[src/rtl/led_pdm_driver.sv]
module led_pdm_driver #(
  parameter int CLK_HZ    = 48_000_000,
  parameter int TICK_HZ   = 20_000,
  parameter int PERIOD_MS = 8000
) (
  input  logic        clk,
  input  logic        rst,
  input  logic        ovr_en,
  input  logic [23:0] ovr_rgb,
  input  logic [7:0]  scale,
  output logic [2:0]  led_o
);
  localparam logic [31:0] DIV     = 32'(CLK_HZ / TICK_HZ);
  localparam logic [31:0] RATE    = 32'(TICK_HZ);
  localparam logic [26:0] HUE_MOD = 27'(1536) << 16;
  localparam logic [26:0] STEP    = 27'(HUE_MOD / 27'(PERIOD_MS));

  logic [31:0] div_q, ms_q, ms_sum;
  logic        tick, ms_evt;
  logic [26:0] hue_q, hue_sum, hue_nx;
  logic [10:0] idx;
  logic [2:0]  seg;
  logic [7:0]  f;
  logic [7:0]  anim [3];
  logic [7:0]  tgt  [3];
  logic [7:0]  lvl  [3];
  logic [15:0] acc_q [3];

  assign tick    = (div_q == DIV - 32'd1);
  assign ms_sum  = ms_q + 32'd1000;
  assign ms_evt  = tick && (ms_sum >= RATE);
  assign hue_sum = hue_q + STEP;
  assign hue_nx  = (hue_sum >= HUE_MOD) ? hue_sum - HUE_MOD : hue_sum;
  assign idx     = hue_q[26:16];
  assign seg     = idx[10:8];
  assign f       = idx[7:0];

  always_ff @(posedge clk) begin
    if (rst) begin
      div_q <= '0;
      ms_q  <= '0;
      hue_q <= '0;
    end else begin
      div_q <= tick ? '0 : div_q + 32'd1;
      if (tick) ms_q <= ms_evt ? ms_sum - RATE : ms_sum;
      if (ms_evt) hue_q <= hue_nx;
    end
  end

  always_comb begin
    anim[0] = 8'd0;
    anim[1] = 8'd0;
    anim[2] = 8'd0;
    case (seg)
      3'd0: begin anim[0] = 8'd255; anim[1] = f;      end
      3'd1: begin anim[0] = ~f;     anim[1] = 8'd255; end
      3'd2: begin anim[1] = 8'd255; anim[2] = f;      end
      3'd3: begin anim[1] = ~f;     anim[2] = 8'd255; end
      3'd4: begin anim[0] = f;      anim[2] = 8'd255; end
      default: begin anim[0] = 8'd255; anim[2] = ~f;  end
    endcase
  end

  for (genvar i = 0; i < 3; i++) begin : g_ch
    logic [16:0] prod;
    logic [15:0] sum;
    assign tgt[i] = ovr_en ? ovr_rgb[23 - 8*i -: 8] : anim[i];
    assign prod   = 17'(tgt[i]) * 17'(scale) + 17'd127;
    assign lvl[i] = 8'(prod / 17'd255);
    assign sum    = acc_q[i] + {8'd0, lvl[i]};

    always_ff @(posedge clk) begin
      if (rst) begin
        acc_q[i] <= '0;
        led_o[i] <= 1'b0;
      end else if (tick) begin
        if (sum >= 16'd256) begin
          acc_q[i] <= sum - 16'd256;
          led_o[i] <= 1'b1;
        end else begin
          acc_q[i] <= sum;
          led_o[i] <= 1'b0;
        end
      end
    end
  end
endmodule

[config.mk]
export PLATFORM = sky130hd
export DESIGN_NAME = led_pdm_driver
export DESIGN_NICKNAME = d
export VERILOG_FILES = /design/src/rtl/led_pdm_driver.sv
export SDC_FILE = /design/constraint.sdc
export NUM_CORES = 1
export LEC_CHECK = 0
export CORE_ASPECT_RATIO = 0.8
export CORE_UTILIZATION = 55
export DETAILED_ROUTE_END_ITERATION = 10
export GPL_TIMING_DRIVEN = 0
export PLACE_DENSITY = 0.72
export SYNTH_ARGS = -nofsm -noshare
export SYNTH_HDL_FRONTEND = slang
export SYNTH_SLANG_ARGS = --single-unit
[constraint.sdc]
create_clock -name clk -period 19 [get_ports clk]
set_input_delay 4.75 -clock clk [delete_from_list [all_inputs] [get_ports clk]]
set_output_delay 4.75 -clock clk [all_outputs]
set_load 0.01 [all_outputs]
# Word-level counts from Yosys, hierarchy flattened
# Memories as Yosys holds them, arrays and structs flattened.
# Cells that the tools add are included.
# op_classes
multipliers	3
muxes	40
n_reduce_logical	7
magnitude_cmp	5
n_eq_ne	5
add_sub_neg	14
div_mod_pow	3
bitwise_logic	7
# ops
op	count
16-bit two-way mux	6
8-bit one-hot mux with 3 select lines	3
16-bit by 7-bit adder with 17-bit output (second input constant)	3
17-bit by 8-bit divider with 17-bit output (second input constant)	3
16-bit by 8-bit adder with 16-bit output	3
16-bit by 9-bit greater-or-equal comparator with 1-bit output (second input constant)	3
8-bit by 8-bit multiplier with 16-bit output	3
16-bit by 9-bit subtractor with 16-bit output (second input constant)	3
32-bit by 1-bit adder with 32-bit output (second input constant)	1
32-bit by 10-bit adder with 32-bit output (second input constant)	1
32-bit by 12-bit equality test with 1-bit output (second input constant)	1
32-bit by 15-bit greater-or-equal comparator with 1-bit output (second input constant)	1
32-bit two-way mux	1
32-bit by 15-bit subtractor with 32-bit output (second input constant)	1
27-bit by 14-bit adder with 27-bit output (second input constant)	1
27-bit greater-or-equal comparator (second input constant)	1
27-bit two-way mux	1
27-bit subtractor (second input constant)	1
1-bit two-way mux	26
8-bit two-way mux	3
2-bit OR reduction	5
8-bit inverter	1
3-bit by 2-bit equality test with 1-bit output (second input constant)	2
1-bit bitwise OR	6
other kinds (4)	4
# word_totals
mem_bits_rw	48
wordCells	91
regBits	94
input_bits	35
memories	1
# memory_table
name	depth	word_bits	read_ports	rd_clocked_by_memory_dff	write_ports	line_no	rtl
acc_q	3	16	3	0	3	27	logic [15:0] acc_q [3];

# Logic depth before layout (Yosys ltp)
# Gate-level depths: netlist of run 1.
# logic_depth
depth_word	15
mapped_depth	74

# Least setup slack after synthesis of run 1
# OpenSTA, ideal clock, no wires.
# synth_timing
kind	in2reg
startpoint	in ovr_en
endpoint	mem acc_q[2][13] (data pin)
arrival_ps	18201
setup_slack_ps	533
cell_stages	62
t_required_ps	18734
cell_sequence	buf_1 -> buf_1 -> a211oi_1 -> a21oi_1 -> and2_1 -> fa_1 -> fa_1 -> fa_1 -> inv_1 -> fa_1 -> inv_1 -> ha_1 -> a21oi_4 -> o21ai_2 -> a22oi_1 -> mux2_2 -> nor2_1 -> a221o_1 -> [26 not listed] -> o21bai_1 -> a21oi_1 -> nor2b_1 -> o21ai_0 -> xor2_1 -> ha_1 -> nand2_1 -> nor3_1 -> nand3_1 -> nor4_1 -> nor3_1 -> nand3_1 -> nor2_1 -> nor2b_1 -> nand3_1 -> o21ai_0 -> xnor2_1 -> nor2_1
# synth_rtl
element	line_no	rtl
from (decl)	8	input logic ovr_en,
to (decl)	27	

==> metrics.yaml, run 1 <==
hold_path_depth: 2
synth_seq_cells: 138
yosysWarnings: 0
path_delay_family: "compound AO/OA/AOI/OAI gates"
initial_core_util: 0.5581
cp.required_ns: 19.29
path_class: "input port to flip-flop"
stdcell_area_mm2: 0.02807
drive_gt1_frac: 0.1806
antenna_found_initial: 1
drt-pass1-iter-count: 6
grt_max_degree: 58
rsz0062_at_grt: "true"
track_usage: 0.2982
endpoint: "acc_q[2][14]$_SDFFCE_PN0P_"
mostFrequentLayoutCell: "nand2_1"
die_w_um: 232.3
worst_pin_slew_ns: 1.135
startpoint_type: "input port"
vias_per_cell: 6.244
yosysSeqAreaShare: 0.1389
totalWireLength_um: 68620
wl_per_cell_um: 17.89
htreeDepth: 4
fin_crit_sh: 0.9869
placed_area_mm2: 0.02441
cts_tree: "built"
dr_total_vias: 23950
die_area_mm2: 0.04328
r2r_end: "acc_q[2][14]$_SDFFCE_PN0P_"
crit_start: "ovr_rgb[4]"
synth_edf_count: 48
cts_buffers: 17
crit_path_max_fanout: 7
ctsLongestPathBuffers: 2
relSlewSlack: 0.2407
pin_count: 38
postRouteAntennaNets: 0
max_freq_mhz: 53.33
place_congestion: 0.9933
postSynthCellCount: 3084
io_buffers: 37
final_core_util: 0.6709
clkSinkCount: 138
final-hold-violation-count: 0
holdCritPathClass: "flip-flop to flip-flop"
most-common-layout-cells: "328 x nand2_1, 272 x nor2_1, 253 x inv_1, 155 x and2_1, 143 x ha_1"
r2r_slack_ns: 3.62
diodes: 0
post_synth_num_cell_types: 126
r2r_start: "hue_q[24]$_SDFFE_PP0P_"
fin_worst_skew_ns: 0.01982
fin_nets: 3590
hpwl_um: 49750
fill_cells: 3467
cpPeakStageDelay_ns: 0.54
ff2ff_path_depth: 69
drc: 0
syn_to_final_growth_pct: 20.22
maxCapViolations: 0
status: "finished, final reports clean"
setup_viol: 0
cpMaxStageDelayCell: "fa_1"
num_rows: 67
crit_buf_inv: 13
grt_overflow: 0
syn_avg_cell_area_um2: 7.570
synth_area_mm2: 0.02335
fin_crit_ns: 18.75
postCtsHoldBufs: 0
clkTransAtPathRegs_ns: 0.07
cts-root-buf: "clkbuf_16"
cp_data_arrival_time_ns: 19.04
async_reset_ff_frac: 0
drt_iter0_drc: 1954
clk_latency_ns: 0.45
synth_fp_nets: 3403
slew_viol_final: 0
grt_pass1_vias: 22020
cp.depth: 66
synthFlopType: "dfxtp_1"
endpoint_kind: "flip-flop"
grt_pass1_wl_um: 107700
path_common_cell: "inv_1"
coreArea_mm2: 0.04183
die_h_um: 186.3
through the flow:
stage / setup TNS (ns) / worst slack [ns] / instances / hold slack [ns]
2_1_floorplan: 0 / 0.5329 / 3084 / 0.4299
3_3_place_gp: -47.48 / -2.716 / 3673 / 0.4317
3_5_place_dp: -55.39 / -3.082 / 3673 / 0.4399
4_1_cts: 0 / 0.0001901 / 3742 / 0.4503
5_1_grt: -1.793 / -0.2648 / 3836 / 0.4697
6_report: 0 / 0.2480 / 3836 / 0.4521
registers in the layout, summed over array words and instances (netlist names):
signal and cells:
led_o 3, div_q 32, hue_q 26, ms_q 29, acc_q 48
how the worst min path moves through the flow:
| stage | to | slack, ns | startpoint |
|---|---|---|---|
| 6_report | led_o[1]$_SDFFE_PP0N_ | 0.45 | led_o[1]$_SDFFE_PP0N_ |
| 5_1_grt | led_o[0]$_SDFFE_PP0N_ | 0.47 | led_o[0]$_SDFFE_PP0N_ |
| 4_1_cts | led_o[1]$_SDFFE_PP0N_ | 0.45 | led_o[1]$_SDFFE_PP0N_ |
| 3_5_place_dp | led_o[1]$_SDFFE_PP0N_ | 0.44 | led_o[1]$_SDFFE_PP0N_ |
| 3_3_place_gp | led_o[1]$_SDFFE_PP0N_ | 0.43 | led_o[1]$_SDFFE_PP0N_ |
| 2_1_floorplan | div_q[0]$_SDFF_PP0_ | 0.43 | div_q[0]$_SDFF_PP0_ |
layer usage:
layer	vias up	share of wire	GRT usage
met5	-	0.00038	0
met4	4	0.016	0.06184
met3	103	0.082	0.05107
met2	1002	0.46	0.4802
met1	11490	0.44	0.4182
li1	11350	-	-
cell families (layout without fill, tap and decap cells):
| family | after synthesis | after routing | synth area share |
|---|---|---|---|
| AO/OA/AOI/OAI | 763 | 764 | 0.2326 |
| XOR/XNOR | 228 | 228 | 0.08671 |
| adder cells (fa/ha/maj) | 288 | 288 | 0.1954 |
| buffers and inverters | 368 | 567 | 0.06094 |
| flip-flops | 138 | 138 | 0.1389 |
| multiplexers | 32 | 32 | 0.01442 |
| AND/OR/NAND/NOR | 1267 | 1267 | 0.2710 |
worst reg2reg max path, delay by kind of cell (launching register included):
kind                     cells  cell delay [ns]
AO/OA/AOI/OAI               23             4.98
AND/OR/NAND/NOR             22             4.25
adder cells (fa/ha/maj)      8             3.10
buffers and inverters       13             1.89
XOR/XNOR                     2             0.34
multiplexers                 1             0.32
flip-flops                   1             0.31
Yosys cell counts (all sizes together), types with 86 or more instances:
master,instances,area share
nand3,99,0.021
nor2,296,0.049
fa,129,0.11
and2,167,0.045
nor3,87,0.020
o21ai,139,0.030
nand2,336,0.054
xnor2,123,0.046
ha,155,0.083
a21oi,176,0.039
inv,254,0.041
xor2,103,0.039
clkbuf,86,0.014
dfxtp,90,0.077
timing repair:
item,4_1_cts,5_1_grt
endpoints found under the setup margin,29,27
pin swaps,38,110
setup buffers,39,95
cloned,0,2
resized for setup,197,316
final cells by class:
| cell class | count | area, µm² | area share |
|---|---|---|---|
| Timing Repair Buffer | 172 | 1421 | 0.05064 |
| Multi-Input combinational cell | 2579 | 20590 | 0.7338 |
| Sequential cell | 138 | 3243 | 0.1156 |
| Clock inverter | 14 | 145.1 | 0.005171 |
| Inverter | 254 | 953.4 | 0.03397 |
| Clock buffer | 18 | 429.2 | 0.01529 |
| Buffer | 109 | 588.1 | 0.02095 |
| Tap cell | 552 | 690.7 | 0.02461 |
Power of run 1 is not shown: default switching activity piles up to over one toggle a cycle in this logic, so the estimate is an artifact.
==> inputs of run 2 (changes only) <==
Settings changed: CELL_PAD_IN_SITES_DETAIL_PLACEMENT set to 1, CELL_PAD_IN_SITES_GLOBAL_PLACEMENT set to 2, CORE_UTILIZATION 55 to 36, PLACE_DENSITY 0.72 to 0.78, SKIP_CTS_REPAIR_TIMING set to 1.
==> metrics.yaml, run 2 (same netlist as run 1, synthesis figures left out) <==
cpPeakStageDelay_ns: 0.53  # about the same
setup_viol: 0  # unchanged
r2r_slack_ns: 3.57  # -0.05 ns
cts-root-buf: "clkbuf_16"
initial_core_util: 0.3638  # -0.1943
cp.required_ns: 19.16  # -0.13 ns
crit_path_max_fanout: 7  # unchanged
holdCritPathClass: "flip-flop to flip-flop"
drive_gt1_frac: 0.1947  # +0.01408
fin_nets: 3599  # +0.25%
endpoint_kind: "flip-flop"
place_congestion: 0.8749  # -12%
reg.largest.list: "acc_q x48, div_q x32, ms_q x29"
pin_count: 38  # unchanged
most-common-layout-cells: "324 x nand2_1, 268 x nor2_1, 249 x inv_1, 156 x and2_1, 154 x buf_4"
antenna_found_initial: 3  # +2
wl_per_cell_um: 19.18  # +7.2%
cpMaxStageDelayCell: "fa_1"
drt-pass1-iter-count: 5  # -1
drc: 0  # unchanged
clkSinkCount: 138  # unchanged
final-hold-violation-count: 0  # unchanged
die_h_um: 229.8  # +23%
final_core_util: 0.4485  # -0.2224
cts_buffers: 17  # unchanged
syn_to_final_growth_pct: 23.30
totalWireLength_um: 79510  # +16%
grt_pass1_wl_um: 123700  # +15%
track_usage: 0.2269  # -0.07128
grt_pass1_vias: 23660  # +7.5%
htreeDepth: 4  # unchanged
cts_tree: "built"
fin_crit_sh: 0.9776  # -0.009302
die_area_mm2: 0.06588  # +52%
fin_worst_skew_ns: 0.01159  # -0.008223 ns
rsz0062_at_grt: "true"
status: "finished, final reports clean"
startpoint_type: "input port"
clk_latency_ns: 0.45  # about the same
relSlewSlack: 0.2645  # +0.02377
coreArea_mm2: 0.06418  # +53%
fill_cells: 7697  # +120%
hpwl_um: 60700  # +22%
ctsLongestPathBuffers: 2  # unchanged
maxCapViolations: 0  # unchanged
die_w_um: 286.7  # +23%
cp_data_arrival_time_ns: 18.73  # -0.31 ns
crit_buf_inv: 14  # +1
io_buffers: 37  # unchanged
mostFrequentLayoutCell: "nand2_1"
num_rows: 83  # +24%
grt_overflow: 0  # unchanged
slew_viol_final: 0  # unchanged
postRouteAntennaNets: 0  # unchanged
grt_max_degree: 58  # unchanged
path_common_cell: "buf_4"
worst_pin_slew_ns: 1.099  # -0.03553 ns
largest_reg_flops: 48  # unchanged
vias_per_cell: 5.738  # -8.1%
max_freq_mhz: 53.84  # +0.95%
path_class: "input port to flip-flop"
largest_register: "acc_q"
dr_total_vias: 23790  # -0.69%
path_delay_family: "compound AO/OA/AOI/OAI gates"
drt_iter0_drc: 1266  # -35%
fin_crit_ns: 18.58  # -0.1767 ns
clkTransAtPathRegs_ns: 0.07  # about the same
## run 2: changes by cell type in the layout (fill, tap and decap cells not counted), sizes merged, moves of 3 or more
| cell | delta |
|---|---|
| buf | +13 |
| clkbuf | +6 |
| diode | +3 |
| inv | -12 |
## run 2: final timing paths
path | start | end | depth (start not counted)
max reg2reg | hue_q[26]$_SDFFE_PP0P_ | acc_q[2][13]$_SDFFCE_PN0P_ | 70
max | ovr_rgb[0] | acc_q[2][13]$_SDFFCE_PN0P_ | 69
min | led_o[1]$_SDFFE_PP0N_ | led_o[1]$_SDFFE_PP0N_ | 2
min reg2reg | led_o[1]$_SDFFE_PP0N_ | led_o[1]$_SDFFE_PP0N_ | 2
## run 2: area by class of cell
| type | count | area [µm²] | share of cell area |
|---|---|---|---|
| Antenna cell | 3 | 7.507 | 0.0002608 |
| Tap cell | 850 | 1064 | 0.03695 |
| Timing Repair Buffer | 186 | 1515 | 0.05264 |
| Buffer | 104 | 581.8 | 0.02021 |
| Sequential cell | 138 | 3243 | 0.1127 |
| Inverter | 254 | 957.2 | 0.03325 |
| Clock buffer | 28 | 539.3 | 0.01873 |
| Multi-Input combinational cell | 2579 | 20850 | 0.7243 |
| Clock inverter | 4 | 28.78 | 0.0009997 |
## run 2: through the flow
| step | worst slack [ns] | area [µm²] | std cells | hold slack [ns] | TNS (ns) |
|---|---|---|---|---|---|
| global placement | -3.344 | 24780 | 3971 | 0.4383 | -68.13 |
| global route | -0.2271 | 28780 | 4145 | 0.4842 | -1.573 |
| CTS | -3.321 | 25350 | 4003 | 0.4586 | -65.12 |
| finish | 0.4248 | 28790 | 4146 | 0.4576 | 0 |
| floorplan | 0.5329 | 23350 | 3084 | 0.4299 | 0 |
| detailed placement | -3.743 | 24780 | 3971 | 0.4488 | -80.51 |
## run 2: per-layer routing
| layer | GRT usage | routed length, µm | share of wire |
|---|---|---|---|
| met1 | 0.3315 | 39330 | 0.49 |
| met2 | 0.3551 | 35900 | 0.45 |
| met3 | 0.02817 | 3447 | 0.043 |
| met4 | 0.04027 | 820 | 0.010 |
| met5 | 0.01765 | 13 | 0.00016 |
## run 2: worst register-to-register path: cells and delay by family, from the launching register on
family          cells  cell delay (ns)
simple gates       19             3.13
compound gates     25             5.18
flops               1             0.31
buf+inv            14             2.40
fa+ha+maj           8             3.23
mux                 1             0.39
xor+xnor            3             0.52
Power of run 2 is left out for the same reason.
